`src/rtl/intc_pkg.sv`:
```
package intc_pkg;

  localparam int NUM_BANKS = 2;
  localparam int ADDR_W    = 6;

  typedef enum logic [2:0] {
    REG_SRC  = 3'd0,
    REG_MASK = 3'd1,
    REG_CLR  = 3'd2,
    REG_MODE = 3'd3,
    REG_POL  = 3'd4,
    REG_STAT = 3'd5
  } regSel_e;

  typedef struct packed {
    logic wrMask;
    logic wrMode;
    logic wrPol;
    logic wrClr;
  } bankWr_t;

  typedef struct packed {
    bankWr_t [NUM_BANKS-1:0] wr;
    logic                    rdEn;
    logic                    rdBank;
    logic [2:0]              rdReg;
  } ctlStrobes_t;

endpackage

```
`src/rtl/intc_ctrl.sv`:
```
module intc_ctrl
  import intc_pkg::*;
(
  input  logic              busRd,
  input  logic              busWr,
  input  logic [ADDR_W-1:0] busAddr,
  output ctlStrobes_t       ctl
);

  logic       aligned;
  logic       bankSel;
  logic [2:0] regIdx;

  assign aligned = (busAddr[1:0] == 2'b00);
  assign bankSel = busAddr[5];
  assign regIdx  = busAddr[4:2];

  always_comb begin
    ctl        = '0;
    ctl.rdEn   = busRd && aligned;
    ctl.rdBank = bankSel;
    ctl.rdReg  = regIdx;
    if (busWr && aligned) begin
      case (regIdx)
        REG_MASK: ctl.wr[bankSel].wrMask = 1'b1;
        REG_MODE: ctl.wr[bankSel].wrMode = 1'b1;
        REG_POL:  ctl.wr[bankSel].wrPol  = 1'b1;
        REG_CLR:  ctl.wr[bankSel].wrClr  = 1'b1;
        default:  ;
      endcase
    end
  end

endmodule

```
`src/rtl/intc_bank.sv`:
```
module intc_bank
  import intc_pkg::*;
#(
  parameter int NUM_LINES = 32
) (
  input  logic                 clk,
  input  logic                 rstN,
  input  bankWr_t              wr,
  input  logic [NUM_LINES-1:0] wdata,
  input  logic [NUM_LINES-1:0] syncIn,
  input  logic [NUM_LINES-1:0] prevIn,
  output logic [NUM_LINES-1:0] maskQ,
  output logic [NUM_LINES-1:0] modeQ,
  output logic [NUM_LINES-1:0] polQ,
  output logic [NUM_LINES-1:0] pendVec,
  output logic [NUM_LINES-1:0] statusVec,
  output logic                 req
);

  logic [NUM_LINES-1:0] latchQ;
  logic [NUM_LINES-1:0] riseEv;
  logic [NUM_LINES-1:0] fallEv;
  logic [NUM_LINES-1:0] edgeEv;
  logic [NUM_LINES-1:0] levelAct;
  logic [NUM_LINES-1:0] clrBits;

  assign riseEv   = syncIn & ~prevIn;
  assign fallEv   = ~syncIn & prevIn;
  assign edgeEv   = modeQ & ((polQ & fallEv) | (~polQ & riseEv));
  assign levelAct = syncIn ^ polQ;
  assign clrBits  = wr.wrClr ? wdata : '0;

  always_ff @(posedge clk) begin
    if (!rstN) begin
      maskQ  <= '0;
      modeQ  <= '0;
      polQ   <= '0;
      latchQ <= '0;
    end else begin
      if (wr.wrMask) maskQ <= wdata;
      if (wr.wrMode) modeQ <= wdata;
      if (wr.wrPol)  polQ  <= wdata;
      // new edge wins over a same-cycle acknowledge
      latchQ <= (latchQ & ~clrBits) | edgeEv;
    end
  end

  assign pendVec   = (modeQ & latchQ) | (~modeQ & levelAct);
  assign statusVec = pendVec & maskQ;
  assign req       = |statusVec;

endmodule

```
`src/rtl/intc_datapath.sv`:
```
module intc_datapath
  import intc_pkg::*;
#(
  parameter int NUM_LINES   = 32,
  parameter int SYNC_STAGES = 2
) (
  input  logic                                 clk,
  input  logic                                 rstN,
  input  logic [NUM_LINES-1:0]                 srcIn,
  input  logic [NUM_LINES-1:0]                 busWdata,
  input  ctlStrobes_t                          ctl,
  output logic [NUM_LINES-1:0]                 busRdata,
  output logic [NUM_BANKS-1:0]                 reqVec,
  output logic [NUM_BANKS-1:0][NUM_LINES-1:0]  statusVec,
  output logic [NUM_BANKS-1:0][NUM_LINES-1:0]  maskVec
);

  localparam int LAST_STAGE = SYNC_STAGES - 1;

  logic [NUM_LINES-1:0] syncStage [SYNC_STAGES];
  logic [NUM_LINES-1:0] prevQ;

  always_ff @(posedge clk) begin
    if (!rstN) begin
      for (int i = 0; i < SYNC_STAGES; i++) syncStage[i] <= '0;
      prevQ <= '0;
    end else begin
      syncStage[0] <= srcIn;
      for (int i = 1; i < SYNC_STAGES; i++) syncStage[i] <= syncStage[i-1];
      prevQ <= syncStage[LAST_STAGE];
    end
  end

  logic [NUM_BANKS-1:0][NUM_LINES-1:0] modeVec;
  logic [NUM_BANKS-1:0][NUM_LINES-1:0] polVec;
  logic [NUM_BANKS-1:0][NUM_LINES-1:0] pendVec;

  for (genvar g = 0; g < NUM_BANKS; g++) begin : gBank
    intc_bank #(.NUM_LINES(NUM_LINES)) uBank (
      .clk       (clk),
      .rstN      (rstN),
      .wr        (ctl.wr[g]),
      .wdata     (busWdata),
      .syncIn    (syncStage[LAST_STAGE]),
      .prevIn    (prevQ),
      .maskQ     (maskVec[g]),
      .modeQ     (modeVec[g]),
      .polQ      (polVec[g]),
      .pendVec   (pendVec[g]),
      .statusVec (statusVec[g]),
      .req       (reqVec[g])
    );
  end

  logic [NUM_LINES-1:0] rdSel;

  always_comb begin
    rdSel = '0;
    case (ctl.rdReg)
      REG_SRC:  rdSel = pendVec[ctl.rdBank];
      REG_MASK: rdSel = maskVec[ctl.rdBank];
      REG_MODE: rdSel = modeVec[ctl.rdBank];
      REG_POL:  rdSel = polVec[ctl.rdBank];
      REG_STAT: rdSel = statusVec[ctl.rdBank];
      default:  rdSel = '0;
    endcase
    busRdata = ctl.rdEn ? rdSel : '0;
  end

endmodule

```
`src/rtl/intc_dual_bank.sv`:
```
module intc_dual_bank
  import intc_pkg::*;
#(
  parameter int NUM_LINES   = 32,
  parameter int SYNC_STAGES = 2
) (
  input  logic                 clk,
  input  logic                 rstN,
  input  logic [NUM_LINES-1:0] srcIn,
  input  logic                 busRd,
  input  logic                 busWr,
  input  logic [ADDR_W-1:0]    busAddr,
  input  logic [NUM_LINES-1:0] busWdata,
  output logic [NUM_LINES-1:0] busRdata,
  output logic                 normalReq,
  output logic                 fastReq
);

  ctlStrobes_t                         ctl;
  logic [NUM_BANKS-1:0]                reqVec;
  logic [NUM_BANKS-1:0][NUM_LINES-1:0] statusVec;
  logic [NUM_BANKS-1:0][NUM_LINES-1:0] maskVec;

  intc_ctrl uCtrl (
    .busRd   (busRd),
    .busWr   (busWr),
    .busAddr (busAddr),
    .ctl     (ctl)
  );

  intc_datapath #(.NUM_LINES(NUM_LINES), .SYNC_STAGES(SYNC_STAGES)) uDp (
    .clk       (clk),
    .rstN      (rstN),
    .srcIn     (srcIn),
    .busWdata  (busWdata),
    .ctl       (ctl),
    .busRdata  (busRdata),
    .reqVec    (reqVec),
    .statusVec (statusVec),
    .maskVec   (maskVec)
  );

  assign normalReq = reqVec[0];
  assign fastReq   = reqVec[1];

endmodule

```
`config.mk`:
```
export PLATFORM = sky130hd
export DESIGN_NAME = intc_dual_bank
export DESIGN_NICKNAME = d
export VERILOG_FILES = /design/src/rtl/intc_pkg.sv /design/src/rtl/intc_ctrl.sv /design/src/rtl/intc_bank.sv /design/src/rtl/intc_datapath.sv /design/src/rtl/intc_dual_bank.sv
export SDC_FILE = /design/constraint.sdc
export NUM_CORES = 1
export LEC_CHECK = 0
export CAP_MARGIN = 20
export CORE_ASPECT_RATIO = 0.9
export CORE_MARGIN = 5
export CORE_UTILIZATION = 60
export CTS_CLUSTER_DIAMETER = 200
export DETAILED_ROUTE_END_ITERATION = 6
export DONT_BUFFER_PORTS = 1
export PLACE_DENSITY = 0.74
export SETUP_SLACK_MARGIN = 0.1
export SLEW_MARGIN = 20
export SYNTH_ARGS = -nofsm -noshare
export SYNTH_HDL_FRONTEND = slang
export SYNTH_SLANG_ARGS = --single-unit
```
`constraint.sdc`:
```
create_clock -name clk -period 4.47 [get_ports clk]
set_input_delay 1.341 -clock clk [delete_from_list [all_inputs] [get_ports clk]]
set_output_delay 1.341 -clock clk [all_outputs]
set_load 0.05 [all_outputs]
```
==> tab_implementation.tex <==
\begin{tabular}{lr}
\hline
Metric & Value \\
\hline
\multicolumn{2}{l}{\textbf{Status}} \\
\quad Result of the run & finished with violations \\
\quad Violated checks & design-rule violations \\
\multicolumn{2}{l}{\textbf{STA}} \\
\quad Worst Skew & 0.0110 ns \\
\quad Final min period & approximately 4.4 ns \\
\quad Period utilisation layout & 0.985 \\
\quad Setup violators final & 0 \\
\quad Worst Setup Slack, final & 0.0656 ns \\
\quad Total Neg Setup Slack & 0 ns \\
\quad Unrepaired setup endpoints after global routing & no \\
\quad Actual transition at the worst max-transition pin & approximately 0.73 ns \\
\quad Relative slew slack & 0.514 \\
\quad Hold Fails Final Rpt & 0 \\
\quad Achievable frequency & about 230 MHz \\
\quad Final Max Tran Viols & 0 \\
\multicolumn{2}{l}{\textbf{Synthesis}} \\
\quad Average instance area after synthesis & $\sim$8.5 um2 \\
\quad Instance count of the mapped netlist & around 2,100 \\
\quad Adder-cell share of the synthesized area & 0 \\
\quad Most frequently used flop master after synthesis & dfxtp\_1 \\
\quad EDFF count, synth & 0 \\
\quad Net count of the mapped netlist & around 2,200 \\
\quad XOR/XNOR share of the synthesized area & 0.0318 \\
\quad Synthesized-area fraction occupied by and/or/nand/nor cells & 0.245 \\
\quad Register area share after synthesis & 0.400 \\
\quad Count of state elements after synthesis & 352 \\
\quad Share of flip-flops with an asynchronous set or reset & 0 \\
\quad Post-synthesis mux area share & 0.0500 \\
\quad Synthesized-area fraction occupied by ao, oa, aoi and oai cells & 0.227 \\
\quad Count of warnings emitted by yosys & 0 \\
\quad Count of cell types in the netlist & 39 \\
\quad Dominant combinational cell family by area after synthesis & simple AND/OR/NAND/NOR gates \\
\quad Total standard cell area after synthesis & between 15,000 and 20,000 um2 \\
\multicolumn{2}{l}{\textbf{Detailed routing}} \\
\quad DRT antenna net count & 0 \\
\quad Routed WL & 49.8 mm \\
\quad Pre-antenna DRT Iters & 7 \\
\quad Via count of the routed design & 15,175 \\
\quad Number of DRC violations after detailed-routing iteration 0 & around 1,600 \\
\quad Number of remaining DRC errors & 6 \\
\quad Number of vias per cell after detailed routing & around 6.2 \\
\quad Routed len/inst & between 20 and 25 um \\
\multicolumn{2}{l}{\textbf{Layout}} \\
\quad Design area & around 20,000 um2 \\
\quad Antenna diode instance count & 0 \\
\quad Final Net Count & between 2,000 and 2,500 \\
\quad Final cell count without fillers & $\sim$2,400 \\
\quad Area Growth Syn to Fin & 11.2\% \\
\quad Fraction of layout instances using a drive strength above 1 & 0.0946 \\
\quad Leading cell type in the layout, fill and taps excluded & nand2\_1 \\
\quad Most frequent cells in the layout & 487 x nand2\_1, 352 x dfxtp\_1, 117 x o21ai\_0 \\
\multicolumn{2}{l}{\textbf{Global routing}} \\
\quad Leftover overflow at the end of global routing & 0 \\
\quad Global-route wire length before repair & $\sim$80 mm \\
\quad Number of antenna violations at the first check in global routing & 1 \\
\quad Number of global-route vias before repair & 14,330 \\
\quad Pin count of the biggest net entering global routing & between 300 and 400 \\
\quad All-layer global routing usage & 0.292 \\
\multicolumn{2}{l}{\textbf{Clocking}} \\
\quad Number of CTS-inserted buffers & 36 \\
\quad Post-cts gate resize count & 0 \\
\quad Clk sink count & $\sim$350 \\
\quad \# Post-CTS Setup Buffers & 0 \\
\quad Clock Tree Buf Depth & 3 \\
\quad Hold buffer count at cts & 0 \\
\quad Clock H-tree levels & 2 \\
\quad Clock Latency Late Sink & roughly 0.53 ns \\
\quad Clock transition at path regs & approximately 0.070 ns \\
\quad Root Driver & clkbuf\_16 \\
\quad CTS tree & built \\
\multicolumn{2}{l}{\textbf{Pwr}} \\
\quad Cell leakage power & between 6 and 7 nW \\
\quad Worst vdd ir & 0.267 mV \\
\quad PnR Total Power & 6.57 mW \\
\quad Power density over the cells & 335 nW/um2 \\
\multicolumn{2}{l}{\textbf{Worst setup path}} \\
\quad Required @ worst endpoint & between 3 and 4 ns \\
\quad Largest fanout on the critical path & 6 \\
\quad Endpoint arrival time on the critical path & between 3 and 4 ns \\
\quad Crit path launch type & register \\
\quad CP Buf/Inv Count & 0 \\
\quad Setup crit end kind & primary output \\
\quad Number of cells on the critical path & 5 \\
\quad Critical Path Max Stage Delay & approximately 0.64 ns \\
\quad FF-to-FF path depth & 4 \\
\quad Cell breakdown of the critical path & xor2\_1 -> o211ai\_1 -> nand4\_1 -> nor4\_1 -> nand2\_1 \\
\quad Kind of critical path & reg2out \\
\quad Kind of cell with the highest combined delay on the critical path & simple AND/OR/NAND/NOR gates \\
\quad Cell with the largest stage delay on the worst path & nor4\_1 \\
\multicolumn{2}{l}{\textbf{Min path}} \\
\quad Worst min-delay path class & reg2reg \\
\quad Cells on Worst Hold Path & 1 \\
\multicolumn{2}{l}{\textbf{Placed design}} \\
\quad Worst-case setup slack after placement & about 0.43 ns \\
\quad Placed cell areas & 18,400 um2 \\
\quad Last weighted congestion value of the routability-driven placer & slightly below 0.9 \\
\quad Number of I/O port buffers & 0 \\
\quad Placed wire-length estimate & a little under 30 mm \\
\quad Total instance count after detailed placement & between 2,000 and 2,500 \\
\multicolumn{2}{l}{\textbf{Die}} \\
\quad Die extent in x & 191 um \\
\quad Boundary pin count & roughly 110 \\
\quad Area enclosed by the die boundary & around 33,000 um2 \\
\quad Core footprint & between 20,000 and 30,000 um2 \\
\quad Number of placement rows & slightly below 60 \\
\quad Vertical extent of the die & 173 um \\
\quad Starting density of the core & 0.609 \\
\multicolumn{2}{l}{\textbf{Flow run}} \\
\quad Max Cap Violations & 0 \\
\hline
\end{tabular}
-- power breakdown --
part	internal [mW]	switching, mW
clock	1.85	1.26
sequential	3.18	0.0382
combinational	0.124	0.117
-- flip-flops by register name, summed over array words and instances (netlist names) --
name and flops:
uDp.prevQ 32, uDp.gBank.uBank.polQ 64, uDp.gBank.uBank.modeQ 64, uDp.syncStage 64, uDp.gBank.uBank.maskQ 64, uDp.gBank.uBank.latchQ 64
-- stage by stage --
step,hold slack [ns],util
floorplan,0.412,-
global placement,0.413,0.635
detailed placement,0.417,0.635
CTS,0.431,0.677
global route,0.447,0.677
finish,0.429,0.677
-- cell families after synthesis --
logic type	after synthesis
AOI/OAI and AO/OA	576
xor gates and xnor gates	64
muxes	48
DFF	352
and+or+nand+nor	871
buffers and inverters	173
-- cell type report --
class                      instances  area, um2
clock inverter                    12        175
fill                            2373       9340
sequential                       352       7050
inverter                          10       37.5
tap                              396        495
timing repair buffer              59        893
clock buffer                      49       1030
multi-input combinational       1559       9920
-- worst paths after layout --
check,to,slack (ns),startpoint
worst min register to register,uDp.syncStage[0][47]$_SDFF_PN0_,0.43,uDp.syncStage[0][15]$_SDFF_PN0_
worst max register to register,uDp.gBank[1].uBank.latchQ[19]$_SDFF_PN0_,3.36,uDp.syncStage[0][51]$_SDFF_PN0_
worst min-delay path,uDp.syncStage[0][47]$_SDFF_PN0_,0.43,uDp.syncStage[0][15]$_SDFF_PN0_
worst max-delay path,normalReq,0.07,uDp.syncStage[0][40]$_SDFF_PN0_
-- synthesized netlist by cell type (all sizes together), types with 22 or more instances --
| cell | count | share of area |
|---|---|---|
| nand2 | 488 | 0.10 |
| dfxtp | 352 | 0.40 |
| a21boi | 192 | 0.082 |
| o21ai | 117 | 0.033 |
| and2 | 98 | 0.035 |
| a22oi | 96 | 0.041 |
| buf | 95 | 0.030 |
| nand2b | 94 | 0.033 |
| o211ai | 70 | 0.030 |
| clkbuf | 68 | 0.014 |
| nor2b | 65 | 0.023 |
| xor2 | 64 | 0.032 |
| nand3b | 60 | 0.026 |
| a21oi | 32 | 0.0091 |
| a222oi | 32 | 0.018 |
| mux4 | 32 | 0.041 |
| o22ai | 31 | 0.011 |
| nor2 | 22 | 0.0047 |
-- per-layer routing --
layer / vias up / GRT usage / routed length, um
li1: 7155 / - / -
met1: 7179 / 0.393 / 20500
met2: 694 / 0.473 / 23300
met3: 145 / 0.0494 / 4160
met4: 2 / 0.109 / 1830
met5: - / 0 / 11
Power figures use the tool's default switching activity.
